==> src/rtl/core_irq_router.sv <==
module core_irq_router #(
  parameter int unsigned NCORE     = 4,
  parameter int unsigned ADDR_W    = 8,
  parameter int unsigned TMR_BASE  = 'h00,
  parameter int unsigned PMU_SET   = 'h30,
  parameter int unsigned PMU_CLR   = 'h34,
  parameter int unsigned PEND_BASE = 'h40,
  parameter int unsigned EXT_CORE  = 0
) (
  input  logic                 clk,
  input  logic                 rst_n,
  input  logic [ADDR_W-1:0]    bus_addr,
  input  logic                 bus_we,
  input  logic [31:0]          bus_wdata,
  output logic [31:0]          bus_rdata,
  input  logic [4*NCORE-1:0]   tmr_src,
  input  logic [4*NCORE-1:0]   mbox_src,
  input  logic                 ext_fast_src,
  input  logic [NCORE-1:0]     pmu_src,
  output logic [NCORE-1:0]     core_irq
);
  localparam int unsigned PW = 10;

  logic [NCORE-1:0] pmu_route;
  logic [PW-1:0]    pend   [NCORE];
  logic [3:0]       tmr_rd [NCORE];
  logic             addr_hit;

  wire set_wr = bus_we && (bus_addr == ADDR_W'(PMU_SET));
  wire clr_wr = bus_we && (bus_addr == ADDR_W'(PMU_CLR));

  always_ff @(posedge clk or negedge rst_n) begin
    if (!rst_n)      pmu_route <= '0;
    else if (set_wr) pmu_route <= pmu_route | bus_wdata[NCORE-1:0];
    else if (clr_wr) pmu_route <= pmu_route & ~bus_wdata[NCORE-1:0];
  end

  for (genvar c = 0; c < NCORE; c++) begin : g_core
    logic [3:0] en_q;
    wire wr_hit = bus_we && (bus_addr == ADDR_W'(TMR_BASE + 4*c));

    always_ff @(posedge clk or negedge rst_n) begin
      if (!rst_n)      en_q <= '0;
      else if (wr_hit) en_q <= bus_wdata[3:0];
    end

    wire ext_bit = (c == EXT_CORE) ? ext_fast_src : 1'b0;

    assign tmr_rd[c]   = en_q;
    assign pend[c]     = {pmu_src[c] & pmu_route[c], ext_bit,
                          mbox_src[c*4 +: 4], tmr_src[c*4 +: 4] & en_q};
    assign core_irq[c] = |pend[c];

    assert_tmr_gate_R3: assert property (@(posedge clk) disable iff (!rst_n)
      (pend[c][3:0] & ~en_q) == 4'd0);

    assert_irq_source_R10: assert property (@(posedge clk) disable iff (!rst_n)
      core_irq[c] |-> (|{tmr_src[c*4 +: 4], mbox_src[c*4 +: 4], ext_fast_src, pmu_src[c]}));

    assert_tmr_reset_R1: assert property (@(posedge clk) disable iff (!rst_n)
      $rose(rst_n) |-> en_q == 4'd0);
  end

  always_comb begin
    bus_rdata = '0;
    addr_hit  = 1'b0;
    if (bus_addr == ADDR_W'(PMU_SET) || bus_addr == ADDR_W'(PMU_CLR)) begin
      bus_rdata = 32'(pmu_route);
      addr_hit  = 1'b1;
    end
    for (int c = 0; c < NCORE; c++) begin
      if (bus_addr == ADDR_W'(TMR_BASE + 4*c)) begin
        bus_rdata = {28'd0, tmr_rd[c]};
        addr_hit  = 1'b1;
      end
      if (bus_addr == ADDR_W'(PEND_BASE + 4*c)) begin
        bus_rdata = 32'(pend[c]);
        addr_hit  = 1'b1;
      end
    end
  end

  assert_pmu_set_R4: assert property (@(posedge clk) disable iff (!rst_n)
    set_wr |=> ((pmu_route & $past(bus_wdata[NCORE-1:0])) == $past(bus_wdata[NCORE-1:0])));

  assert_pmu_clr_R5: assert property (@(posedge clk) disable iff (!rst_n)
    clr_wr |=> ((pmu_route & $past(bus_wdata[NCORE-1:0])) == '0));

  assert_unmapped_R11: assert property (@(posedge clk) disable iff (!rst_n)
    (bus_we && !addr_hit) |=> $stable(pmu_route));

  assert_route_reset_R1: assert property (@(posedge clk) disable iff (!rst_n)
    $rose(rst_n) |-> pmu_route == '0);
endmodule

==> config.mk <==
export PLATFORM = sky130hd
export DESIGN_NAME = core_irq_router
export DESIGN_NICKNAME = d
export VERILOG_FILES = /design/src/rtl/core_irq_router.sv
export SDC_FILE = /design/constraint.sdc
export NUM_CORES = 1
export LEC_CHECK = 0
export BUFFER_PORTS_ARGS = -buffer_cell sky130_fd_sc_hd__buf_2
export CAP_MARGIN = 20
export CORE_ASPECT_RATIO = 1.2
export CORE_UTILIZATION = 35
export DETAILED_ROUTE_END_ITERATION = 6
export PLACE_DENSITY = 0.79
export SETUP_SLACK_MARGIN = 0.1
export SKIP_CTS_REPAIR_TIMING = 1
export SYNTH_ARGS = -nofsm -noshare
export SYNTH_HDL_FRONTEND = slang
export SYNTH_SLANG_ARGS = --single-unit
export TNS_END_PERCENT = 50
==> constraint.sdc <==
create_clock -name clk -period 3.49 [get_ports clk]
set_input_delay 0.698 -clock clk [delete_from_list [all_inputs] [get_ports clk]]
set_output_delay 0.698 -clock clk [all_outputs]
set_load 0.01 [all_outputs]
# ---- Word level (Yosys, flattened, before mapping)
# Index checks and enable logic that the tools add are counted.
dict set report word_totals {
  register_bits 20
  out_inout_bits 36
}
dict set report op_classes {
  n_bitwise 11
  reduce_logical 13
  n_eq_ne 9
  n_mux 11
}
# op n
set op_table {}
lappend op_table {{$mux W32} 8}
lappend op_table {{$eq A8 B7 Y1 const B} 4}
lappend op_table {{$reduce_or A9 Y1} 3}
lappend op_table {{$and A4 B4 Y4} 5}
lappend op_table {{$eq A8 B4 Y1 const B} 2}
lappend op_table {{$eq A8 B6 Y1 const B} 2}
lappend op_table {{$mux W4} 3}
lappend op_table {{$reduce_or A10 Y1} 1}
lappend op_table {{$eq A8 B3 Y1 const B} 1}
lappend op_table {{$logic_not A8 Y1} 1}
lappend op_table {{$logic_and A1 B1 Y1} 6}
lappend op_table {{$and A1 B1 Y1} 4}
lappend op_table {{$not A4 Y4} 1}
lappend op_table {{$or A4 B4 Y4} 1}
lappend op_table {{$reduce_bool A2 Y1} 1}
lappend op_table {{$logic_or A1 B1 Y1} 1}

# ---- Depth between registers and ports, before layout
dict set report logic_depth {
  word_depth 11
  depth_mapped 6
  mapped_depth_nobuf 4
}

# ---- Least setup slack after synthesis
# No wires, ideal clock.
dict set report synth_timing {
  kind {input to output}
  start {in bus_addr[1]}
  end {out bus_rdata[2]}
  stages 5
  slack_ns 1.036
  required_ns 2.792
  t_arrival_ns 1.756
  path_cell_list {or3_1 -> buf_2 -> a211oi_2 -> nand3_1 -> a31oi_1}
}
dict set report synth_via {
  elab_chain_cells 11
  word_cells_on_any_way 20
  classes_between {eq/ne: 9; mux: 9; reduce/logical: 2}
}
# item line
set synth_lines {}
lappend synth_lines {{start, declared} 12} ;# input logic [ADDR_W-1:0] bus_addr,
lappend synth_lines {{$eq A8 B6 Y1} 67} ;# if (bus_addr == ADDR_W'(PMU_SET) || bus_addr == ADDR_W'(PMU_CLR)) begin
lappend synth_lines {{$logic_or A1 B1 Y1} 67}
lappend synth_lines {{$mux W4} 67}
lappend synth_lines {{$mux W32} 72} ;# if (bus_addr == ADDR_W'(TMR_BASE + 4*c)) begin
lappend synth_lines {{$mux W32} 76} ;# if (bus_addr == ADDR_W'(PEND_BASE + 4*c)) begin
lappend synth_lines {{$mux W32} 72}
lappend synth_lines {{$mux W32} 76}
lappend synth_lines {{$mux W32} 72}
lappend synth_lines {{$mux W32} 76}
lappend synth_lines {{$mux W32} 72}
lappend synth_lines {{$mux W32 (*)} 76}
lappend synth_lines {{end, declared} 15} ;# output logic [31:0] bus_rdata,
# Mark *: on every way between the ends. The rest lies on a longest branch, timed or not.

# ---- Worst setup path after layout
# Same ends and word-level chain as after synthesis.

==> results.cfg <==
[sta]
max_clock_freq_mhz = 346
setup_tns_ns = 0
finalSetupViolations = 0
hold_viol = 0
tightest_slew_ns = 0.531
skew_ns = 0
period_share_pct = 82.8
maxSlewViolCount = 0
min_period_ns = 2.89
slew_headroom_pct = 64.4
rsz0062_at_grt = no

[place]
dp_hpwl_um = 3890
gp_congestion = 0.908
io_buffers = 65
place_area_um2 = 1960

[worst_setup_path]
crit_fanout = 5
critPathArrivalTime_ns = 2.19
critPathRequiredTime_ns = 2.79
crit_chain = buf_2 > nor3b_1 > and2_1 > o221ai_1 > a31oi_1 > buf_2
crit_path_end_kind = primary output
cp_top_family = simple AND/OR/NAND/NOR gates
critPathBufInv = 2
cpMostUsedCell = buf_2
cp-start-kind = input port
worstSetupPathType = input port to primary output
cpMaxStageDelayCell = nor3b_1
slowest_delay_ns = 0.47

[logic_synthesis]
synth_cell_types = 43
yosys-top-cells-count = 23 x buf_4, 20 x dfrtp_1, 17 x nand2_1, 15 x mux2_2
ys_seq_area_share_pct = 29.8
avgSynthCellArea_um2 = 8.99
syn_inst = 187
synth_edf_count = 0
synth.top_cell.area_share_pct = 29.8
synth_area_um2 = 1680
async_flop_share_pct = 100
synth_ff_type = dfrtp_1
synthTopCellsByArea = dfrtp_1 30%, buf_4 10%, mux2_2 10%
ys_ff_latch = 20
synth_top_area_cell = dfrtp_1
yosysWarnings = 0
synth_most_common_cell = buf_4

[final_layout]
diodes = 0
layout-drive-gt1-share_pct = 36.7
utilization_pct = 43.6
postLayoutCellArea_um2 = 2000
area_delta_synth_final_pct = 19.2
nets = 330

[route]
dr.pass1.iters = 5
ant_nets = 0
viasPerCell = 5.64
num_vias = 1727
wire_per_inst_um = 16.4
routed_wirelength_um = 5000
first_iter_violations = 154
drc_errors = 0

[die]
start_util_pct = 36.6
core_area_um2 = 4590
die_y_um = 77.9
io_pins = 116
die_x_um = 65.3
die-area_um2 = 5080
rows = 27

[clock_network]
cts_sinks = 20
path_clk_slew_ns = 0.07
root_buffer = clkbuf_8
htreeDepth = 1
clock_path_buffers = 2
cts_tree = built
cts_made_buffers = 3
clock_latency_ns = 0.26

[power_and_ir_drop]
vdd_drop_max_mv = 0.130
leakage_nw = 1.02
p_per_area_nw_per_um2 = 262

[global_routing]
grt_overflow_total = 0
antenna_found_initial = 0
grt_max_degree = 25
grt_usage_pct = 19.3
first_global_vias = 1564
grt_pass1_wl_um = 7430

[outcome]
status = complete, no violations

[min_path]
hold_class = input port to async pin

[flow_run]
max-cap-violations = 0
-- kinds of logic after synthesis --
group / after synthesis / synth area share, %
multiplexers: 26 / 16.8
other: 1 / 0.223
flip-flops: 20 / 29.8
buffers and inverters: 34 / 13.2
AND/OR/NAND/NOR: 61 / 20.8
AO/OA/AOI/OAI: 45 / 19.2
-- area by class of cell --
class,count,area (um^2)
clock buffers,3,41.3
fillers,472,2590
inverters,5,18.8
multi-input cells,154,1040
flip-flops and latches,20,500
well taps,58,72.6
repair buffers,66,333
-- stage by stage --
step | hold WS, ns | total power [mW] | setup slack, ns | instances
6_report | 0.379 | 0.525 | 0.599 | 306
5_1_grt | 0.420 | 0.552 | 0.443 | 306
4_1_cts | 0.394 | 0.527 | 0.620 | 306
3_5_place_dp | 0.513 | 0.372 | 0.626 | 303
3_3_place_gp | 0.506 | 0.370 | 0.629 | 303
2_1_floorplan | 0.402 | 0.330 | 1.04 | 208
-- placed cells by master, fill, tap and decap left out, types with 3 or more instances in the layout --
cell type / n
a22oi_1: 9
o21ai_0: 5
nor4_1: 3
mux2i_1: 9
nand2b_1: 3
nor2_1: 6
o22ai_1: 5
dfrtp_1: 20
nand3_1: 6
clkbuf_8: 3
a21oi_1: 8
inv_1: 5
and3_1: 5
buf_2: 65
nand2_1: 17
and2_1: 4
nand4_1: 4
mux2_2: 15
conb_1: 22
-- worst paths after layout --
kind	slack, ns	start	cells past startpoint	to
setup / recovery	0.60	bus_addr[1]	6	bus_rdata[2]
hold / removal	0.38	rst_n	1	async pin
setup reg to reg	2.68	g_core[1].en_q[2]	1	g_core[1].en_q[2]
hold reg to reg	0.53	g_core[0].en_q[2]	1	g_core[0].en_q[2]
max in group asynchronous	2.78	rst_n	1	async pin
min in group clk	0.53	g_core[0].en_q[2]	1	g_core[0].en_q[2]
-- metal layers --
layer | part of all wire (%) | up-vias | track usage (%)
li1 | - | 782 | -
met2 | 48 | 131 | 32.3
met4 | 2.3 | 0 | 8.48
met3 | 9.8 | 13 | 2.94
met1 | 40 | 801 | 24.0
met5 | 0 | - | 0
-- power breakdown --
| group | internal [mW] | switching (mW) | total (mW) | leakage [nW] |
|---|---|---|---|---|
| logic | 0.0474 | 0.0708 | 0.118 | 0.745 |
| clock network | 0.0770 | 0.0775 | 0.155 | 0.0216 |
| registers | 0.243 | 0.00950 | 0.252 | 0.257 |
| total | 0.367 | 0.158 | 0.525 | 1.02 |
(Power assumes the default switching activity.)
